==> src/rtl/bit_rmw_pkg.sv <==
package bit_rmw_pkg;
  typedef enum logic {
    OP_CLEAR = 1'b0,
    OP_SET   = 1'b1
  } bitOpE;

  // strobes from control to datapath
  typedef struct packed {
    logic load;   // capture a new command
    logic rdEn;   // issue RAM read
    logic wrEn;   // issue RAM write, capture prior bit
  } dpStrobeS;
endpackage

==> src/rtl/bit_rmw_ctrl.sv <==
module bit_rmw_ctrl
  import bit_rmw_pkg::*;
(
  input  logic     clk,
  input  logic     rstN,
  input  logic     cmdValid,
  output dpStrobeS strb,
  output logic     busy,
  output logic     done
);
  typedef enum logic [1:0] {S_IDLE, S_READ, S_WRITE} stateE;
  stateE state, stateNext;

  always_comb begin
    stateNext = state;
    case (state)
      S_IDLE:  if (cmdValid) stateNext = S_READ;
      S_READ:  stateNext = S_WRITE;
      S_WRITE: stateNext = S_IDLE;
      default: stateNext = S_IDLE;
    endcase
  end

  always_ff @(posedge clk) begin
    if (!rstN) begin
      state <= S_IDLE;
      done  <= 1'b0;
    end else begin
      state <= stateNext;
      done  <= (state == S_WRITE);
    end
  end

  always_comb begin
    strb.load = (state == S_IDLE) && cmdValid;
    strb.rdEn = (state == S_READ);
    strb.wrEn = (state == S_WRITE);
  end

  assign busy = (state != S_IDLE);


  read_then_write_chk: assert property (@(posedge clk) disable iff (!rstN)
    strb.rdEn |=> strb.wrEn);

  done_after_write_chk: assert property (@(posedge clk) disable iff (!rstN)
    strb.wrEn |=> (done && !busy));

  busy_held_chk: assert property (@(posedge clk) disable iff (!rstN)
    (busy && !strb.wrEn) |=> busy);

  done_single_chk: assert property (@(posedge clk) disable iff (!rstN)
    done |=> !done);
endmodule

==> src/rtl/bit_rmw_dp.sv <==
module bit_rmw_dp
  import bit_rmw_pkg::*;
#(
  parameter int ADDR_W = 13,
  parameter int OFFS_W = 16
) (
  input  logic              clk,
  input  logic              rstN,
  input  dpStrobeS          strb,
  input  logic              cmdOp,
  input  logic              cmdDirect,
  input  logic [ADDR_W-1:0] cmdBase,
  input  logic [OFFS_W-1:0] cmdBitNum,
  input  logic [7:0]        memRdata,
  output logic              memReq,
  output logic              memWe,
  output logic [ADDR_W-1:0] memAddr,
  output logic [7:0]        memWdata,
  output logic              priorBit
);
  localparam int POS_W      = 3;
  localparam int BYTE_OFF_W = OFFS_W - POS_W;

  logic [ADDR_W-1:0] offExt;
  logic [ADDR_W-1:0] addrReg;
  logic [POS_W-1:0]  posReg;
  bitOpE             opReg;
  logic [7:0]        maskVec;

  // fit byte offset to the RAM address width (sum wraps modulo 2^ADDR_W)
  generate
    if (ADDR_W > BYTE_OFF_W) begin : g_widen
      assign offExt = {{(ADDR_W-BYTE_OFF_W){1'b0}}, cmdBitNum[OFFS_W-1:POS_W]};
    end else if (ADDR_W == BYTE_OFF_W) begin : g_same
      assign offExt = cmdBitNum[OFFS_W-1:POS_W];
    end else begin : g_trunc
      assign offExt = cmdBitNum[POS_W+ADDR_W-1:POS_W];
    end
  endgenerate

  always_ff @(posedge clk) begin
    if (!rstN) begin
      addrReg  <= '0;
      posReg   <= '0;
      opReg    <= OP_CLEAR;
      priorBit <= 1'b0;
    end else begin
      if (strb.load) begin
        addrReg <= cmdDirect ? cmdBase : (cmdBase + offExt);
        posReg  <= cmdBitNum[POS_W-1:0];
        opReg   <= bitOpE'(cmdOp);
      end
      if (strb.wrEn) priorBit <= memRdata[posReg];
    end
  end

  assign maskVec  = 8'(1) << posReg;
  assign memReq   = strb.rdEn | strb.wrEn;
  assign memWe    = strb.wrEn;
  assign memAddr  = addrReg;
  assign memWdata = (opReg == OP_SET) ? (memRdata | maskVec) : (memRdata & ~maskVec);


  one_bit_change_chk: assert property (@(posedge clk) disable iff (!rstN)
    memWe |-> ($countones(memWdata ^ memRdata) <= 1));

  same_addr_chk: assert property (@(posedge clk) disable iff (!rstN)
    memWe |-> (memAddr == $past(memAddr)));

  set_value_chk: assert property (@(posedge clk) disable iff (!rstN)
    (memWe && opReg == OP_SET) |-> memWdata[posReg]);

  clear_value_chk: assert property (@(posedge clk) disable iff (!rstN)
    (memWe && opReg == OP_CLEAR) |-> !memWdata[posReg]);
endmodule

==> src/rtl/bit_rmw_engine.sv <==
module bit_rmw_engine
  import bit_rmw_pkg::*;
#(
  parameter int ADDR_W = 13,
  parameter int OFFS_W = 16
) (
  input  logic              clk,
  input  logic              rstN,
  input  logic              cmdValid,
  input  logic              cmdOp,
  input  logic              cmdDirect,
  input  logic [ADDR_W-1:0] cmdBase,
  input  logic [OFFS_W-1:0] cmdBitNum,
  output logic              busy,
  output logic              done,
  output logic              priorBit,
  output logic              memReq,
  output logic              memWe,
  output logic [ADDR_W-1:0] memAddr,
  output logic [7:0]        memWdata,
  input  logic [7:0]        memRdata
);
  dpStrobeS strb;

  bit_rmw_ctrl u_ctrl (
    .clk(clk), .rstN(rstN), .cmdValid(cmdValid),
    .strb(strb), .busy(busy), .done(done)
  );

  bit_rmw_dp #(.ADDR_W(ADDR_W), .OFFS_W(OFFS_W)) u_dp (
    .clk(clk), .rstN(rstN), .strb(strb),
    .cmdOp(cmdOp), .cmdDirect(cmdDirect), .cmdBase(cmdBase), .cmdBitNum(cmdBitNum),
    .memRdata(memRdata), .memReq(memReq), .memWe(memWe),
    .memAddr(memAddr), .memWdata(memWdata), .priorBit(priorBit)
  );


  req_only_busy_chk: assert property (@(posedge clk) disable iff (!rstN)
    memReq |-> busy);

  idle_quiet_chk: assert property (@(posedge clk) disable iff (!rstN)
    done |-> !memReq);
endmodule

==> config.mk <==
export PLATFORM = sky130hd
export DESIGN_NAME = bit_rmw_engine
export DESIGN_NICKNAME = d
export VERILOG_FILES = /design/src/rtl/bit_rmw_pkg.sv /design/src/rtl/bit_rmw_ctrl.sv /design/src/rtl/bit_rmw_dp.sv /design/src/rtl/bit_rmw_engine.sv
export SDC_FILE = /design/constraint.sdc
export NUM_CORES = 1
export LEC_CHECK = 0
export ABC_AREA = 1
export BUFFER_PORTS_ARGS = -buffer_cell sky130_fd_sc_hd__clkbuf_2
export CORE_AREA = 5 5 67 69
export DETAILED_ROUTE_END_ITERATION = 10
export DIE_AREA = 0 0 72 74
export PLACE_DENSITY = 0.88
export SETUP_SLACK_MARGIN = 0.5
export SYNTH_ARGS = -nofsm -noshare
export SYNTH_HDL_FRONTEND = slang
export SYNTH_SLANG_ARGS = --single-unit
==> constraint.sdc <==
create_clock -name clk -period 2 [get_ports clk]
set_clock_uncertainty 0.1 [all_clocks]
set_input_delay 0.2 -clock clk [delete_from_list [all_inputs] [get_ports clk]]
set_output_delay 0.2 -clock clk [all_outputs]
set_load 0.02 [all_outputs]
==> impl_results.html <==
<table>
<tr><th>Metric</th><th>Value</th></tr>
<tr><th colspan="2">STA</th></tr>
<tr><td>Final TNS setup</td><td>0 ps</td></tr>
<tr><td>Slew of the pin with the lowest slew margin</td><td>slightly below 500 ps</td></tr>
<tr><td>Slew margin rel.</td><td>0.6766</td></tr>
<tr><td>Unrepaired setup endpoints after global routing</td><td>true</td></tr>
<tr><td>Final min period</td><td>1485 ps</td></tr>
<tr><td>Number of max-slew violations in the final report</td><td>0</td></tr>
<tr><td>Final number of hold-violating endpoints</td><td>0</td></tr>
<tr><td>Count of endpoints failing setup in the final report</td><td>0</td></tr>
<tr><td>Period Utilization, post-route</td><td>0.7424</td></tr>
<tr><td>Highest clock rate</td><td>673.5 MHz</td></tr>
<tr><td>Hold WS</td><td>129.6 ps</td></tr>
<tr><th colspan="2">Final layout</th></tr>
<tr><td>Post-synthesis to final-layout area growth</td><td>35.39%</td></tr>
<tr><td>Most common cell after layout, fill and taps aside</td><td>nand2_1</td></tr>
<tr><td>Finished Layout Cells</td><td>413</td></tr>
<tr><td>Final #Nets</td><td>~420</td></tr>
<tr><td>Number of diodes added for antenna fixing</td><td>0</td></tr>
<tr><td>Proportion of layout cells with a drive suffix above 1</td><td>0.3636</td></tr>
<tr><td>Final Cell Area</td><td>around 0.0025 sq mm</td></tr>
<tr><td>Highest-count cells in the layout ignoring fill and taps</td><td>nand2_1, clkbuf_2, inv_1, a21oi_1, nand3_1</td></tr>
<tr><th colspan="2">Power</th></tr>
<tr><td>Peak VDD IR</td><td>between 0.5 and 0.6 mV</td></tr>
<tr><td>Pwr Density</td><td>~650 mW/mm^2</td></tr>
<tr><td>P_leak</td><td>between 1 and 1.5 nW</td></tr>
<tr><td>Power Total</td><td>~1.6 mW</td></tr>
<tr><th colspan="2">Placement</th></tr>
<tr><td>Instance area after placement</td><td>about 0.0022 sq mm</td></tr>
<tr><td>Instance count after placement with tap cells included</td><td>between 300 and 400</td></tr>
<tr><td>HPWL reported at the end of detailed placement</td><td>3939 um</td></tr>
<tr><td>Buffers on Ports</td><td>between 60 and 70</td></tr>
<tr><td>Routability congestion estimate</td><td>between 0.8 and 0.9</td></tr>
<tr><th colspan="2">Critical path</th></tr>
<tr><td>Worst Path Required</td><td>1700 ps</td></tr>
<tr><td>Kind of cell adding the most delay to the critical path</td><td>flip-flops</td></tr>
<tr><td>Type of element launching the critical path</td><td>register</td></tr>
<tr><td>Most used cell along the critical path</td><td>inv_4</td></tr>
<tr><td>Worst setup path category</td><td>register to primary output</td></tr>
<tr><td>Cell-by-cell trace of the critical path</td><td>inv_4 &gt; nand2_4 &gt; inv_4 &gt; a21oi_2 &gt; a31oi_1 &gt; buf_4</td></tr>
<tr><td>Maximum fanout count along the critical path</td><td>6</td></tr>
<tr><td>Worst R2R Start</td><td>u_ctrl.state[0]</td></tr>
<tr><td>Cell with the biggest individual delay on the critical path</td><td>dfxtp_4</td></tr>
<tr><td>Sort of element at the end of the critical path</td><td>primary output</td></tr>
<tr><td>Critical path's largest stage delay</td><td>between 300 and 400 ps</td></tr>
<tr><td>Data arrival time of the worst path</td><td>1180 ps</td></tr>
<tr><td>Count of buffering cells on the critical path with inverters included</td><td>3</td></tr>
<tr><td>Crit path launch</td><td>u_dp.posReg[0]</td></tr>
<tr><th colspan="2">Synth</th></tr>
<tr><td>Synth warnings</td><td>0</td></tr>
<tr><td>Count of state elements after synthesis</td><td>21</td></tr>
<tr><td>Netlist area before placement</td><td>0.001820 sq mm</td></tr>
<tr><td>Post-Synthesis Net Count</td><td>about 350</td></tr>
<tr><td>Post-Synthesis Mean Instance Area</td><td>6.343 sq um</td></tr>
<tr><td>Number of instances in the synthesized netlist</td><td>approximately 290</td></tr>
<tr><td>Post-synthesis sequential area ratio</td><td>0.2309</td></tr>
<tr><td>Unique cell type count in the Yosys netlist</td><td>23</td></tr>
<tr><th colspan="2">Detailed routing</th></tr>
<tr><td>DR vias/cell</td><td>approximately 5.1</td></tr>
<tr><td>Number of DRC markers in iteration 0</td><td>130</td></tr>
<tr><td>Routed via count</td><td>2,105</td></tr>
<tr><td>Avg WL per Cell</td><td>roughly 12 um</td></tr>
<tr><td>Post-DRT Antenna Nets</td><td>0</td></tr>
<tr><td>WL final</td><td>between 4000 and 5000 um</td></tr>
<tr><td>Drt drc</td><td>0</td></tr>
<tr><td>Length of the first detailed-routing pass in iterations</td><td>4</td></tr>
<tr><th colspan="2">Clocking</th></tr>
<tr><td>CTS Root Cell</td><td>clkbuf_8</td></tr>
<tr><td>Clock-pin transition on the worst setup and hold timing paths</td><td>around 70 ps</td></tr>
<tr><td>CTS HTree Levels</td><td>1</td></tr>
<tr><td>Largest buffer count on any clock path</td><td>2</td></tr>
<tr><td>Number of buffers created by CTS</td><td>3</td></tr>
<tr><td>TritonCTS clock tree</td><td>done</td></tr>
<tr><td>Number of sinks on the clock net</td><td>21</td></tr>
<tr><td>CTS Hold Buffers Added</td><td>0</td></tr>
<tr><td>Clock network latency to the later pin of the worst-skew pair</td><td>between 200 and 300 ps</td></tr>
<tr><th colspan="2">Floorplan</th></tr>
<tr><td>Die Footprint</td><td>approximately 0.0053 sq mm</td></tr>
<tr><td>Number of rows created at floorplan</td><td>23</td></tr>
<tr><td>Initial Utilization</td><td>0.4721</td></tr>
<tr><td>Placeable Area</td><td>about 0.0039 sq mm</td></tr>
<tr><td># IOs</td><td>around 70</td></tr>
<tr><td>Chip height</td><td>74 um</td></tr>
<tr><td>Die extent in x</td><td>~70 um</td></tr>
<tr><th colspan="2">Run</th></tr>
<tr><td>Max-capacitance violation count</td><td>0</td></tr>
<tr><th colspan="2">GRT</th></tr>
<tr><td>Via count of the first global-routing pass</td><td>a little under 2k</td></tr>
<tr><td>Number of antenna violations at the first check in global routing</td><td>0</td></tr>
<tr><td>Wire length of the first global-routing pass</td><td>between 8000 and 9000 um</td></tr>
<tr><td>Largest net degree at the start of global routing</td><td>19</td></tr>
<tr><td>Total congestion overflow after global routing</td><td>0</td></tr>
<tr><td>Global-route total usage across every layer</td><td>0.1849</td></tr>
<tr><th colspan="2">Worst hold path</th></tr>
<tr><td>Startpoint of the lowest-slack hold path</td><td>cmdOp</td></tr>
<tr><td>Type of the tightest min-delay check</td><td>input port to register</td></tr>
<tr><th colspan="2">Status</th></tr>
<tr><td>Result of the run</td><td>completed</td></tr>
</table>
==> worst reg2reg max path, cell delays in order (launching register included) <==
cell     delay, ps
dfxtp_1        320
inv_1          130
ha_2           220
nand2_4        100
buf_6          170
nor2_1         110
nand2_1         80
a21oi_2        110
==> synth_stat cells, drive strengths merged <==
cell type	n	area, sq um
clkbuf	5	18.77
nor2	17	76.32
o21ai	22	110.1
a41oi	1	8.760
o211ai	2	15.01
a21oi	37	196.4
a31oi	2	12.51
xnor2	2	17.52
nand2	75	306.5
buf	4	20.02
nand4	5	31.28
fa	1	20.02
or2	1	6.260
ha	16	200.2
nand3	32	180.2
dfxtp	21	420.4
xor2	3	26.28
inv	41	153.9
==> routing by layer <==
metal	up-vias	wire, um	track usage
met2	78	2459	0.3133
met4	0	38	0.02714
met1	911	2083	0.2387
li1	1108	-	-
met5	-	0	0
met3	8	416	0.05541
==> cell type report <==
| class | count | area [sq um] |
|---|---|---|
| Tap cell | 50 | 62.56 |
| Clock buffer | 4 | 45.04 |
| Fill cell | 378 | 1391 |
| Inverter | 41 | 163.9 |
| Timing Repair Buffer | 81 | 475.5 |
| Sequential cell | 21 | 431.7 |
| Multi-Input combinational cell | 216 | 1286 |
==> where the power goes <==
part	leakage [nW]	internal (mW)	switching [mW]	total, mW
logic	1.09	0.325	0.489	0.814
clock network	0.0228	0.142	0.124	0.266
registers	0.175	0.483	0.0464	0.529
total	1.29	0.949	0.659	1.61
==> registers in the layout, summed over array words and instances, names as in the netlist <==
name,count
u_dp.memAddr,13
u_dp.priorBit,1
u_ctrl.state,2
u_ctrl.done,1
u_dp.opReg,1
u_dp.posReg,3
==> cell families after synthesis <==
kind of cell,Yosys count,synth area share
AND/OR/NAND/NOR,130,0.3299
AO/OA/AOI/OAI,64,0.1883
buffers and inverters,50,0.1058
flip-flops,21,0.2309
adder cells (fa/ha/maj),17,0.1210
XOR/XNOR,5,0.02406
==> final timing paths <==
check | end | depth (start not counted) | slack (ps)
setup / recovery | memWdata[0] | 6 | 520
hold / removal | u_dp.opReg | 3 | 130
setup reg to reg | u_dp.memAddr[9] | 7 | 610
hold reg to reg | u_dp.memAddr[11] | 2 | 370
==> per-stage QoR <==
stage / setup slack [ps] / util
3_5_place_dp: 215.3 / 0.5775
2_1_floorplan: 509.1 / -
5_1_grt: 468.6 / 0.6392
6_report: 515.2 / 0.6392
4_1_cts: 492.0 / 0.6084
3_3_place_gp: 313.7 / 0.5775
==> timing repair <==
action	4_1_cts	5_1_grt
resized for setup	12	38
setup endpoints to repair	21	22
buffers inserted	7	6
pin swaps	1	6
Note: power is estimated with default switching activity, not from simulation.
